--- config.mk ---
export PLATFORM = sky130hd
export DESIGN_NAME = cg_out_gate
export DESIGN_NICKNAME = d
export VERILOG_FILES = /design/src/rtl/cg_pkg.sv /design/src/rtl/cg_req_decode.sv /design/src/rtl/cg_gate_combine.sv /design/src/rtl/cg_sync_slot.sv /design/src/rtl/cg_out_gate.sv
export SDC_FILE = /design/constraint.sdc
export NUM_CORES = 1
export LEC_CHECK = 0
export BUFFER_PORTS_ARGS = -buffer_cell sky130_fd_sc_hd__buf_4
export CELL_PAD_IN_SITES_DETAIL_PLACEMENT = 0
export CELL_PAD_IN_SITES_GLOBAL_PLACEMENT = 1
export CORE_MARGIN = 3
export CORE_UTILIZATION = 34
export DETAILED_ROUTE_END_ITERATION = 10
export PLACE_DENSITY = 0.83
export SETUP_SLACK_MARGIN = 0.2
export SYNTH_ARGS = -nofsm -noshare
export SYNTH_HDL_FRONTEND = slang
export SYNTH_HIERARCHICAL = 1
export SYNTH_SLANG_ARGS = --single-unit
--- constraint.sdc ---
create_clock -name clk -period 0.8 [get_ports clk]
set_clock_uncertainty 0.05 [all_clocks]
set_input_delay 0.12 -clock clk [delete_from_list [all_inputs] [get_ports clk]]
set_output_delay 0.12 -clock clk [all_outputs]
set_load 0.1 [all_outputs]
--- src/rtl/cg_pkg.sv ---
package cg_pkg;
  // true when a request map value selects SRC slot index slot (value = slot+1)
  function automatic logic map_hits(input logic [7:0] sel, input int unsigned slot);
    return sel == 8'(slot + 1);
  endfunction

  // required tri-state flag of a slot given its enable and whether it is differential
  function automatic logic tri_flag(input logic en, input logic diff);
    return diff & ~en;
  endfunction
endpackage

--- src/rtl/cg_req_decode.sv ---
module cg_req_decode #(
  parameter int NUM_SRC    = 7,
  parameter int MAP_W      = 3,
  parameter int SHARED_SRC = 6
) (
  input  logic [MAP_W-1:0]   map_a,
  input  logic [MAP_W-1:0]   map_b,
  input  logic               req_a_n,
  input  logic               req_b_n,
  input  logic               strap,
  output logic [NUM_SRC-1:0] src_block
);
  import cg_pkg::*;

  for (genvar i = 0; i < NUM_SRC; i++) begin : g_src
    logic hit_a, hit_b, shared_lost;
    assign hit_a       = req_a_n && map_hits(8'(map_a), i);
    assign hit_b       = req_b_n && map_hits(8'(map_b), i);
    assign shared_lost = (i == SHARED_SRC - 1);
    assign src_block[i] = !strap && (hit_a || hit_b || shared_lost);
  end
endmodule

--- src/rtl/cg_gate_combine.sv ---
module cg_gate_combine #(
  parameter int NUM_SRC = 7,
  parameter int NUM_CPU = 2,
  parameter int NUM_PCI = 6,
  parameter int NUM_FIX = 4,
  localparam int N_OUT   = NUM_SRC + NUM_CPU + NUM_PCI + NUM_FIX,
  localparam int CPU_LO  = NUM_SRC,
  localparam int PCI_LO  = NUM_SRC + NUM_CPU,
  localparam int FIX_LO  = PCI_LO + NUM_PCI
) (
  input  logic [N_OUT-1:0]   reg_en,
  input  logic [NUM_SRC-1:0] src_block,
  input  logic               cpu_stop_n,
  input  logic               pci_stop_n,
  input  logic               pwr_down,
  output logic [N_OUT-1:0]   raw_en
);
  for (genvar i = 0; i < N_OUT; i++) begin : g_slot
    logic gate;
    if (i < CPU_LO) begin : g_src
      assign gate = !src_block[i];
    end else if (i < PCI_LO) begin : g_cpu
      assign gate = cpu_stop_n;
    end else if (i < FIX_LO) begin : g_pci
      assign gate = pci_stop_n;
    end else begin : g_fix
      assign gate = 1'b1;
    end
    assign raw_en[i] = reg_en[i] && gate && !pwr_down;
  end
endmodule

--- src/rtl/cg_sync_slot.sv ---
module cg_sync_slot #(
  parameter int SYNC_STAGES = 2
) (
  input  logic clk,
  input  logic rst_n,
  input  logic d,
  input  logic low,
  output logic q
);
  logic [SYNC_STAGES-1:0] stage;

  always_ff @(posedge clk or negedge rst_n) begin
    if (!rst_n) begin
      stage <= '0;
      q     <= 1'b0;
    end else begin
      stage <= {stage[SYNC_STAGES-2:0], d};
      if (low) q <= stage[SYNC_STAGES-1];
    end
  end

  // the committed enable moves only after a low-phase strobe
  p_hold_r10: assert property (@(posedge clk) disable iff (!rst_n)
    !low |=> $stable(q));
endmodule

--- src/rtl/cg_out_gate.sv ---
module cg_out_gate #(
  parameter int NUM_SRC     = 7,
  parameter int NUM_CPU     = 2,
  parameter int NUM_PCI     = 6,
  parameter int NUM_FIX     = 4,
  parameter int SYNC_STAGES = 2,
  parameter int SHARED_SRC  = 6,
  parameter logic [NUM_FIX-1:0] FIX_DIFF_MASK = 1,
  localparam int MAP_W  = $clog2(NUM_SRC + 1),
  localparam int N_OUT  = NUM_SRC + NUM_CPU + NUM_PCI + NUM_FIX,
  localparam int CPU_LO = NUM_SRC,
  localparam int PCI_LO = NUM_SRC + NUM_CPU,
  localparam int FIX_LO = PCI_LO + NUM_PCI
) (
  input  logic               clk,
  input  logic               rst_n,
  input  logic [NUM_SRC-1:0] src_en_reg,
  input  logic [NUM_CPU-1:0] cpu_en_reg,
  input  logic [NUM_PCI-1:0] pci_en_reg,
  input  logic [NUM_FIX-1:0] fix_en_reg,
  input  logic [MAP_W-1:0]   req_map_a,
  input  logic [MAP_W-1:0]   req_map_b,
  input  logic               req_a_n,
  input  logic               req_b_n,
  input  logic               req_sel_strap,
  input  logic               cpu_stop_n,
  input  logic               pci_stop_n,
  input  logic               pwr_down,
  input  logic [N_OUT-1:0]   out_low,
  output logic [N_OUT-1:0]   out_en,
  output logic [N_OUT-1:0]   out_tri
);
  import cg_pkg::*;

  localparam logic [N_OUT-1:0] DIFF_MASK =
    {FIX_DIFF_MASK, {NUM_PCI{1'b0}}, {(NUM_SRC + NUM_CPU){1'b1}}};

  logic [N_OUT-1:0]   reg_en;
  logic [NUM_SRC-1:0] src_block;
  logic [N_OUT-1:0]   raw_en;

  assign reg_en = {fix_en_reg, pci_en_reg, cpu_en_reg, src_en_reg};

  cg_req_decode #(
    .NUM_SRC(NUM_SRC), .MAP_W(MAP_W), .SHARED_SRC(SHARED_SRC)
  ) u_dec (
    .map_a(req_map_a), .map_b(req_map_b),
    .req_a_n(req_a_n), .req_b_n(req_b_n),
    .strap(req_sel_strap), .src_block(src_block)
  );

  cg_gate_combine #(
    .NUM_SRC(NUM_SRC), .NUM_CPU(NUM_CPU), .NUM_PCI(NUM_PCI), .NUM_FIX(NUM_FIX)
  ) u_comb (
    .reg_en(reg_en), .src_block(src_block),
    .cpu_stop_n(cpu_stop_n), .pci_stop_n(pci_stop_n),
    .pwr_down(pwr_down), .raw_en(raw_en)
  );

  for (genvar i = 0; i < N_OUT; i++) begin : g_out
    cg_sync_slot #(.SYNC_STAGES(SYNC_STAGES)) u_sync (
      .clk(clk), .rst_n(rst_n), .d(raw_en[i]), .low(out_low[i]), .q(out_en[i])
    );
    assign out_tri[i] = tri_flag(out_en[i], DIFF_MASK[i]);
  end

  // a cleared register bit never yields a raw enable
  p_reg_r1: assert property (@(posedge clk) disable iff (!rst_n)
    (raw_en & ~reg_en) == '0);

  // power down blocks every slot
  p_pd_r8: assert property (@(posedge clk) disable iff (!rst_n)
    pwr_down |-> raw_en == '0);

  // shared slot is lost while its pins act as request inputs
  p_shared_r5: assert property (@(posedge clk) disable iff (!rst_n)
    !req_sel_strap |-> !raw_en[SHARED_SRC-1]);

  // CPU stop clears the CPU group
  p_cpu_stop_r6: assert property (@(posedge clk) disable iff (!rst_n)
    !cpu_stop_n |-> raw_en[PCI_LO-1:CPU_LO] == '0);

  // PCI stop clears the PCI group
  p_pci_stop_r7: assert property (@(posedge clk) disable iff (!rst_n)
    !pci_stop_n |-> raw_en[FIX_LO-1:PCI_LO] == '0);

  // no slot is both enabled and tri-stated
  p_tri_r11: assert property (@(posedge clk) disable iff (!rst_n)
    (out_en & out_tri) == '0);

  for (genvar i = 0; i < NUM_SRC; i++) begin : g_req_chk
    // a deasserted, mapped request removes its SRC
    p_req_r2: assert property (@(posedge clk) disable iff (!rst_n)
      (!req_sel_strap && req_a_n && req_map_a == MAP_W'(i + 1)) |-> !raw_en[i]);
  end
endmodule

### Yosys cells after proc, flatten, opt, wreduce, memory -nomap -nowiden

Cells that the tools add are included.

| word-level totals | value |
|---|---|
| flip-flop bits (word level) | 57 |
| bits of input ports | 52 |
| output and inout bits | 38 |
| logic and storage cells | 126 |

| cells by class | value |
|---|---|
| eq/ne operators | 12 |
| bitwise operators | 10 |
| reduce and logical (&&, ||, !) cells | 66 |

Operators by type and width:

| cell | count |
|---|---|
| $logic_and 1x1->1 | 52 |
| $eq 3x3->1 const B | 6 |
| $eq 3x2->1 const B | 4 |
| $not 1->1 | 10 |
| $logic_not 1->1 | 8 |
| $eq 3x1->1 const B | 2 |
| $logic_or 1x1->1 | 6 |

### Logic depth before layout (Yosys ltp)

Gate-level depths: netlist of run 1.

| depth | value |
|---|---|
| depth after elaboration | 7 |
| mapped depth | 3 |
| gate-level depth less buffers | 3 |

### Hierarchy

Netlist of run 1, hierarchy kept.

Modules (own cells, without submodules):

| module | instances | cells each | area each (sq um) | sequential area each (sq um) |
|---|---|---|---|---|
| cg_sync_slot | 19 | 4 | 90.1 | 75.1 |
| cg_gate_combine | 1 | 20 | 195.2 | 0.0 |
| cg_req_decode | 1 | 19 | 148.9 | 0.0 |
| cg_out_gate | 1 | 20 | 108.9 | 0.0 |

### Worst setup path after synthesis of run 1

Ideal clock, no wire load.

| timing path | value |
|---|---|
| path kind | reg-to-output |
| start point | register g_out[0].u_sync.q |
| end point | output out_tri[0] |
| data arrival time | 1.582 ns |
| data required time | 0.630 ns |
| setup slack | -0.952 ns |
| stages on the path, launching flop included | 2 |
| buffers on the path | 0 |
| cell sequence | dfrtp_1 inv_1 |

| on the way | value |
|---|---|
| word-level cells in the longest chain between the ends | 1 |

Ends and longest elaborated chain:

| what | RTL line | text |
|---|---|---|
| from (decl) | cg_sync_slot.sv:8 | `output logic q` |
| from (signal assigned) | cg_sync_slot.sv:18 | `if (low) q <= stage[SYNC_STAGES-1];` |
| $not 1->1 | cg_pkg.sv:9 | `return diff & ~en;` |
| to (decl) | cg_out_gate.sv:31 | `output logic [N_OUT-1:0] out_tri` |

No other way between the ends.

### Final worst setup path of run 1

Ends and elaborated chain as after synthesis.

==> results.py, run 1 <==
metrics = {
    "placed_design": {
        "place_inst": 294,
        "place.gp.congestion": 0.772,
        "io_buffer_count": 80,
    },
    "pwr": {
        "power_frac_comb_pct": 26.9,
        "leakagePower_nw": 1.72,
        "powerDensity_nw_per_um2": 2210,
        "swShare_pct": 32.0,
        "p_int_w": 0.00540,
        "power_frac_seq_pct": 40.7,
        "p_switching_w": 0.00254,
        "peakVddDrop_v": 0.00120,
        "p_clk_share_pct": 32.4,
    },
    "synth": {
        "avgSynthCellArea_um2": 16.0,
        "mappedNetlistArea_um2": 2160,
        "ys_seq_area_share_pct": 65.9,
        "netlist.top_cell.by_area": "dfrtp_1",
        "synth_seq_cells": 57,
        "yosys_warnings": 6,
        "ys_types": 14,
        "netlist_instances": 135,
        "yosys-top-cells-area": "dfrtp_1 66%, mux2_4 13%, nor3b_2 4.0%",
        "synth_top_area_share_pct": 65.9,
    },
    "timing": {
        "worst_slack_ns": -0.473,
        "fmax_ghz": 0.785,
        "fin_crit_sh_pct": 159,
        "hold_ws_ns": -0.398,
        "setup_tns_ns": -14.69,
        "drv_slew": 0,
        "rsz0062_at_grt": "yes",
        "fin_crit_ns": 1.27,
        "report.final.setup_viol": 51,
        "finalHoldViolCount": 60,
    },
    "finish": {
        "final_nets": 287,
        "final_cell_mix": "50 x buf_4, 38 x dfrtp_1, 23 x buf_12",
        "utilization_pct": 59.7,
        "fin_cells": 315,
        "syn_to_final_growth_pct": 66.2,
        "layout_commonest_cell": "buf_4",
        "drive_gt1_share_pct": 69.6,
        "n_antenna_cell": 0,
    },
    "worst_setup_path": {
        "arrival_ns": 1.10,
        "cp_cell_sequence": "clkinvlp_4 -> buf_12",
        "cp_data_required_time_ns": 0.63,
        "crit_slowest_cell": "dfrtp_4",
        "path_delay_family": "flip-flops",
        "cp-end-kind": "output port",
        "crit_buf_inv": 2,
        "cp-start-kind": "flip-flop",
        "critPathMaxFanout": 3,
        "crit_type": "reg -> out",
        "max_stage_delay_ns": 0.51,
    },
    "grt": {
        "grt_pass1_wl_um": 7240,
        "track_usage_pct": 12.9,
        "grt_pass1_vias": 1498,
        "overflow": 0,
        "grt_max_degree": 25,
        "antenna_found_initial": 0,
    },
    "detailed_routing": {
        "vias_per_cell": 4.38,
        "ant_nets": 0,
        "drc": 0,
        "first_iter_violations": 16,
        "wl_per_cell_um": 14.8,
        "num_vias": 1379,
        "wl_um": 4670,
        "drt_pass1_iterations": 4,
    },
    "floorplanning": {
        "num_io_pins": 90,
        "die_area_um2": 7360,
        "die_h_um": 85.8,
        "rows": 28,
        "core_um2": 6030,
        "die_w_um": 85.8,
        "initial_core_util_pct": 35.9,
    },
    "clock_tree": {
        "clk_latency_ns": 0.32,
        "clk_pin_slew_ns": 0.06,
        "clockBufferDepth": 2,
        "clock_sinks": 57,
        "tritoncts": "yes",
        "htreeDepth": 3,
        "cts_buffers": 9,
        "cts-root-buf": "clkbuf_8",
    },
    "run": {
        "cap_violations": 0,
    },
    "worst_hold_path": {
        "min_path_type": "in -> async",
    },
    "outcome": {
        "violations": "negative hold slack, negative setup slack",
        "outcome": "finished, violations left",
    },
}
## metrics by stage
step	power [W]	cell area (um^2)	hold slack, ns	worst slack [ns]
after floorplan	0.00454	2310	-0.226	-0.486
after global placement	0.00504	3000	-0.0553	-0.356
after detailed placement	0.00506	3000	-0.0537	-0.382
after CTS	0.00794	3510	-0.405	-0.468
after global routing	0.00823	3600	-0.407	-0.517
final	0.00794	3600	-0.398	-0.473
## routing by layer
layer,vias up,track usage (%),wire length (um)
li1,645,-,-
met1,690,14.8,1770
met2,38,22.7,2650
met3,6,2.31,185
met4,0,7.34,65
met5,-,0,0
## flip-flops by register name, summed over array words and instances, names as in the netlist
signal              count
g_out.u_sync/q         19
g_out.u_sync/stage     38
## power by group through the flow
stage                     Clock [W]  Combinational (W)  Sequential (W)
final                       0.00257            0.00214         0.00323
after global routing        0.00278            0.00221         0.00325
after CTS                   0.00264            0.00208         0.00322
after detailed placement          0            0.00181         0.00325
after global placement            0            0.00180         0.00325
after floorplan                   0           0.000763         0.00377
## final cells by class
class,count,area [um^2]
clock buffer,10,138
clock inverter,6,57.6
fill,455,2430
inverter,11,78.8
multi-input combinational,65,667
sequential,57,1500
tap,75,93.8
timing repair buffer,91,1060
## final timing paths
path | start | endpoint | slack (ns) | depth (start not counted)
max in group asynchronous | rst_n | g_out[18].u_sync/q | 0.70 | 2
worst max-delay path | g_out[0].u_sync/q | out_tri[0] | -0.47 | 2
min in group clk | fix_en_reg[3] | g_out[18].u_sync/stage[0] | -0.04 | 2
worst min-delay path | rst_n | g_out[1].u_sync/q | -0.40 | 1
worst min register to register | g_out[16].u_sync/stage[0] | g_out[16].u_sync/stage[1] | 0.30 | 0
worst max register to register | g_out[15].u_sync/q | g_out[15].u_sync/q | -0.37 | 3
## Yosys cell counts
cell / n
dfrtp_1: 57
mux2_4: 19
inv_1: 11
buf_4: 9
and3b_1: 8
nor3b_2: 7
a21oi_1: 6
or4bb_1: 6
nand4b_1: 4
nor2b_1: 3
nand4_1: 2
and2b_1: 1
buf_6: 1
conb_1: 1
## what timing repair did
item                                   in CTS  in global routing
setup buffers                               2                  3
pin swaps                                  11                  7
setup endpoints to repair                  53                 53
gates resized for setup                    74                 16
endpoints found under the hold margin      86                 79
## worst register-to-register path: cells and delay by family, from the launching register on
| kind | cells | cell delay (ns) |
|---|---|---|
| muxes | 1 | 0.25 |
| buffers and inverters | 2 | 0.25 |
| DFF | 1 | 0.50 |
## logic make-up after synthesis
| logic type | after synthesis | synth area share [%] |
|---|---|---|
| compound gates | 6 | 1.39 |
| buf+inv | 21 | 5.55 |
| flops | 57 | 65.9 |
| mux | 19 | 13.2 |
| other cells | 1 | 0.173 |
| simple gates | 31 | 13.8 |
No activity file was read; power rests on OpenSTA's default activity.
==> run 2, diff against run 1 <==
--- a/config.mk
+++ b/config.mk
@@ -5,13 +5,13 @@
 export SDC_FILE = /design/constraint.sdc
 export NUM_CORES = 1
 export LEC_CHECK = 0
-export BUFFER_PORTS_ARGS = -buffer_cell sky130_fd_sc_hd__buf_4
 export CELL_PAD_IN_SITES_DETAIL_PLACEMENT = 0
 export CELL_PAD_IN_SITES_GLOBAL_PLACEMENT = 1
 export CORE_MARGIN = 3
-export CORE_UTILIZATION = 34
+export CORE_UTILIZATION = 40
 export DETAILED_ROUTE_END_ITERATION = 10
-export PLACE_DENSITY = 0.83
+export DONT_BUFFER_PORTS = 1
+export PLACE_DENSITY = 0.76
 export SETUP_SLACK_MARGIN = 0.2
 export SYNTH_ARGS = -nofsm -noshare
 export SYNTH_HDL_FRONTEND = slang
==> results.py, run 2 (same netlist as run 1, synthesis figures left out) <==
metrics = {
    "timing": {
        "report.final.setup_viol": 48,
        "fin_crit_sh_pct": 157,
        "hold_ws_ns": -0.557,
        "fmax_ghz": 0.794,
        "worst_slack_ns": -0.459,
        "rsz0062_at_grt": "yes",
        "finalHoldViolCount": 95,
        "fin_crit_ns": 1.26,
        "drv_slew": 0,
    },
    "finish": {
        "layout_commonest_cell": "dfrtp_1",
        "design_area_um2": 3090,
        "largest-register": "g_out.u_sync/stage",
        "utilization_pct": 59.7,
        "syn_to_final_growth_pct": 42.5,
        "top_regs": "g_out.u_sync/stage x38, g_out.u_sync/q x19",
        "n_antenna_cell": 0,
        "fin_cells": 251,
        "final_cell_mix": "38 x dfrtp_1, 26 x buf_12, 19 x mux2_4, 19 x dfrtp_4, 11 x clkbuf_8",
        "largest_reg_flops": 38,
        "final_nets": 228,
        "drive_gt1_share_pct": 57.5,
    },
    "placed_design": {
        "post-dp-hpwl_um": 3020,
        "place.gp.congestion": 0.698,
        "placed_area_um2": 2670,
        "place_inst": 232,
        "dp_slack_ns": -0.235,
        "io_buffer_count": 0,
    },
    "worst_hold_path": {
        "min_path_type": "in -> async",
    },
    "worst_setup_path": {
        "cp-start-kind": "flip-flop",
        "cp-end-kind": "output port",
        "max_stage_delay_ns": 0.51,
        "crit_slowest_cell": "dfrtp_4",
        "cp_data_required_time_ns": 0.63,
        "critPathLaunch": "g_out[15].u_sync/q",
        "arrival_ns": 1.09,
        "cp_cell_sequence": "clkinvlp_4 -> buf_12",
        "r2r_start": "g_out[12].u_sync/q",
        "crit_type": "reg -> out",
        "critPathMaxFanout": 3,
    },
    "detailed_routing": {
        "vias_per_cell": 4.72,
        "wl_um": 4220,
        "drc": 0,
        "num_vias": 1185,
        "wl_per_cell_um": 16.8,
        "first_iter_violations": 49,
        "ant_nets": 0,
        "drt_pass1_iterations": 3,
    },
    "grt": {
        "grt_pass1_wl_um": 6580,
        "grt_max_degree": 58,
        "overflow": 0,
        "antenna_found_initial": 0,
        "track_usage_pct": 14.2,
        "grt_pass1_vias": 1381,
    },
    "floorplanning": {
        "die_w_um": 79.6,
        "num_io_pins": 90,
        "die_h_um": 79.6,
        "die_area_um2": 6330,
        "rows": 26,
        "initial_core_util_pct": 41.8,
        "core_um2": 5170,
    },
    "clock_tree": {
        "cts-root-buf": "clkbuf_8",
        "tritoncts": "yes",
        "clk_pin_slew_ns": 0.06,
        "cts_buffers": 9,
        "htreeDepth": 3,
        "clockBufferDepth": 2,
        "clock_sinks": 57,
        "clk_latency_ns": 0.32,
    },
    "pwr": {
        "finalPower_w": 0.00731,
        "leakagePower_nw": 1.41,
        "peakVddDrop_v": 0.00101,
        "powerDensity_nw_per_um2": 2370,
    },
    "outcome": {
        "violations": "negative hold slack, negative setup slack",
        "outcome": "finished, violations left",
    },
    "run": {
        "cap_violations": 0,
    },
}
==> run 2: cell count changes in the layout (fill, tap and decap cells not counted), sizes merged <==
cell and delta:
clkbuf +3, bufinv -1, clkinv -1, clkinvlp -1
buf -59
==> run 2: layout make-up <==
type,instances,area [um^2]
clock buffers,13,159
fillers,371,2090
well taps,70,87.6
repair buffers,32,588
inverters,11,78.8
flip-flops and latches,57,1500
clock inverters,3,15.0
multi-input cells,65,659
==> run 2: power breakdown <==
| group | switching, W | total, W | internal [W] |
|---|---|---|---|
| clock | 0.00101 | 0.00229 | 0.00128 |
| sequential | 0.000139 | 0.00323 | 0.00309 |
| combinational | 0.00117 | 0.00179 | 0.000616 |
==> run 2: critical path, delay by kind of cell, from the launching register on <==
family,cells,cell delay (ns)
buffers and inverters,2,0.27
flip-flops,1,0.51
==> run 2: layer usage <==
| layer | vias to the layer above | wire length, um | track usage [%] |
|---|---|---|---|
| met3 | 8 | 337 | 5.30 |
| met4 | 0 | 99 | 9.28 |
| met2 | 55 | 2320 | 25.0 |
| met5 | - | 0 | 0 |
| met1 | 598 | 1460 | 13.7 |
| li1 | 524 | - | - |
==> run 2: worst paths after layout <==
path | endpoint | slack, ns | cells past startpoint
setup / recovery | out_tri[15] | -0.46 | 2
hold / removal | g_out[8].u_sync/q | -0.56 | 0
setup reg to reg | g_out[12].u_sync/q | -0.24 | 2
hold reg to reg | g_out[18].u_sync/stage[1] | 0.30 | 0
max in group asynchronous | g_out[7].u_sync/q | 1.15 | 0
min in group clk | g_out[16].u_sync/stage[0] | -0.19 | 1
==> run 2: repair_timing <==
action / CTS / global route
endpoints found under the setup margin: 51 / 51
setup buffers: 1 / 2
resized for setup: 35 / 19
hold endpoints to repair: 95 / 95
pin swaps: 3 / 3
==> run 2: stage by stage <==
stage	setup TNS (ns)	hold WS, ns
2_1_floorplan	-10.84	-0.226
3_3_place_gp	-4.86	-0.224
3_5_place_dp	-5.26	-0.224
4_1_cts	-14.93	-0.578
5_1_grt	-15.66	-0.583
6_report	-14.39	-0.557
==> run 3, diff against run 2 <==
--- a/config.mk
+++ b/config.mk
@@ -11,7 +11,7 @@
 export CORE_UTILIZATION = 40
 export DETAILED_ROUTE_END_ITERATION = 10
 export DONT_BUFFER_PORTS = 1
-export PLACE_DENSITY = 0.76
+export PLACE_DENSITY = 0.8
 export SETUP_SLACK_MARGIN = 0.2
 export SYNTH_ARGS = -nofsm -noshare
 export SYNTH_HDL_FRONTEND = slang
==> constraint.sdc (replaced) <==
create_clock -name clk -period 0.8 [get_ports clk]
set_clock_uncertainty 0.05 [all_clocks]
set_input_delay 0.12 -clock clk [delete_from_list [all_inputs] [get_ports clk]]
set_output_delay 0.12 -clock clk [all_outputs]
set_load 0.01 [all_outputs]
==> results.py, run 3 (same netlist as run 1, synthesis figures left out) <==
metrics = {
    "outcome": {
        "outcome": "finished, violations left",
        "violations": "negative hold slack, negative setup slack",
    },
    "worst_hold_path": {
        "min_path_type": "in -> async",
    },
    "worst_setup_path": {
        "cp_cell_sequence": "buf_6 -> inv_4",
        "critPathLaunch": "g_out[1].u_sync/q",
        "cp-start-kind": "flip-flop",
        "arrival_ns": 0.92,
        "crit_slowest_cell": "dfrtp_1",
        "r2r_start": "g_out[1].u_sync/q",
        "crit_end": "out_tri[1]",
        "r2r_cells": 3,
        "max_stage_delay_ns": 0.40,
        "cp_data_required_time_ns": 0.63,
        "crit_type": "reg -> out",
        "cp-end-kind": "output port",
        "critPathMaxFanout": 2,
        "reg2reg_to": "g_out[1].u_sync/q",
        "r2r_slack_ns": -0.24,
    },
    "placed_design": {
        "post-dp-hpwl_um": 2820,
        "place.gp.congestion": 0.715,
        "placed_area_um2": 2360,
        "io_buffer_count": 0,
    },
    "timing": {
        "worst_slack_ns": -0.292,
        "finalHoldViolCount": 92,
        "rsz0062_at_grt": "yes",
        "fin_crit_sh_pct": 136,
        "fmax_ghz": 0.916,
        "drv_slew": 0,
        "fin_crit_ns": 1.09,
        "hold_ws_ns": -0.567,
        "report.final.setup_viol": 48,
    },
    "detailed_routing": {
        "wl_per_cell_um": 16.0,
        "drt_pass1_iterations": 4,
        "drc": 0,
        "ant_nets": 0,
        "wl_um": 4090,
        "vias_per_cell": 4.72,
        "first_iter_violations": 27,
        "num_vias": 1204,
    },
    "pwr": {
        "leakagePower_nw": 1.42,
        "peakVddDrop_v": 0.00120,
        "powerDensity_nw_per_um2": 2250,
        "finalPower_w": 0.00639,
    },
    "clock_tree": {
        "cts-root-buf": "clkbuf_8",
        "holdBufCountCts": 3,
        "clk_latency_ns": 0.33,
        "tritoncts": "yes",
        "clockBufferDepth": 2,
        "clock_sinks": 57,
        "htreeDepth": 3,
        "cts_buffers": 9,
        "clk_pin_slew_ns": 0.06,
    },
    "finish": {
        "multi_input_area_um2": 671,
        "final_nets": 233,
        "n_antenna_cell": 0,
        "largest_reg_flops": 38,
        "top_regs": "g_out.u_sync/stage x38, g_out.u_sync/q x19",
        "syn_to_final_growth_pct": 31.4,
        "layout_commonest_cell": "dfrtp_1",
        "design_area_um2": 2840,
        "fillers": 404,
        "final_cell_mix": "57 x dfrtp_1, 30 x buf_6, 19 x mux2_4",
        "largest-register": "g_out.u_sync/stage",
        "drive_gt1_share_pct": 47.6,
        "register_area_um2": 1430,
    },
    "floorplanning": {
        "die_h_um": 79.6,
        "core_um2": 5170,
        "initial_core_util_pct": 41.8,
        "die_w_um": 79.6,
        "num_io_pins": 90,
        "die_area_um2": 6330,
        "rows": 26,
    },
    "grt": {
        "antenna_found_initial": 0,
        "track_usage_pct": 13.8,
        "overflow": 0,
        "grt_pass1_vias": 1316,
        "grt_pass1_wl_um": 6300,
        "grt_max_degree": 58,
    },
    "run": {
        "cap_violations": 0,
    },
}
==> run 3: worst min path at each step <==
stage / startpoint / end / slack [ns] / cells past startpoint
2_1_floorplan: rst_n / g_out[0].u_sync/q / -0.23 / 0
3_3_place_gp: rst_n / g_out[14].u_sync/q / -0.22 / 0
3_5_place_dp: rst_n / g_out[11].u_sync/q / -0.22 / 0
4_1_cts: rst_n / g_out[17].u_sync/stage[0] / -0.59 / 0
5_1_grt: rst_n / g_out[14].u_sync/q / -0.60 / 0
6_report: rst_n / g_out[11].u_sync/stage[1] / -0.57 / 0
==> run 3: critical path, delay by kind of cell (launching register included) <==
kind	cells	cell delay (ns)
buf+inv	2	0.19
flops	1	0.40
==> run 3: stage by stage <==
| stage | worst slack [ns] | std cells | setup TNS (ns) | utilization (%) |
|---|---|---|---|---|
| 6_report | -0.292 | 255 | -9.28 | 55.0 |
| 5_1_grt | -0.343 | 255 | -11.06 | 55.0 |
| 4_1_cts | -0.307 | 251 | -9.33 | 53.5 |
| 3_5_place_dp | -0.273 | 222 | -0.841 | 45.6 |
| 3_3_place_gp | -0.209 | 222 | -0.623 | 45.6 |
| 2_1_floorplan | -0.198 | 143 | -1.39 | - |
==> run 3: repair_timing <==
item / in CTS / in global routing
endpoints found under the setup margin: 51 / 51
setup buffers: 11 / 4
pin swaps: 2 / 6
hold endpoints to repair: 95 / 92
gates resized for setup: 30 / 12
==> run 3: power breakdown <==
| group | leakage (nW) | switching, W | total [W] | internal [W] |
|---|---|---|---|---|
| logic | 0.569 | 0.000227 | 0.000655 | 0.000428 |
| registers | 0.751 | 0.0000840 | 0.00313 | 0.00305 |
| clock network | 0.102 | 0.00103 | 0.00261 | 0.00158 |
| total | 1.42 | 0.00134 | 0.00639 | 0.00505 |
==> run 3: final cells by class <==
class,instances,share of cell area [%]
flip-flops and latches,57,50.2
multi-input cells,65,23.6
repair buffers,37,14.0
clock buffers,12,5.46
well taps,70,3.08
inverters,11,2.33
clock inverters,3,1.41
==> run 3: metal layers <==
| layer | share of wire, % | global-route usage (%) | vias to the layer above |
|---|---|---|---|
| met4 | 1.6 | 6.87 | 0 |
| met2 | 50 | 21.4 | 72 |
| li1 | - | - | 534 |
| met1 | 37 | 13.9 | 592 |
| met3 | 11 | 9.59 | 6 |
| met5 | 0 | 0 | - |
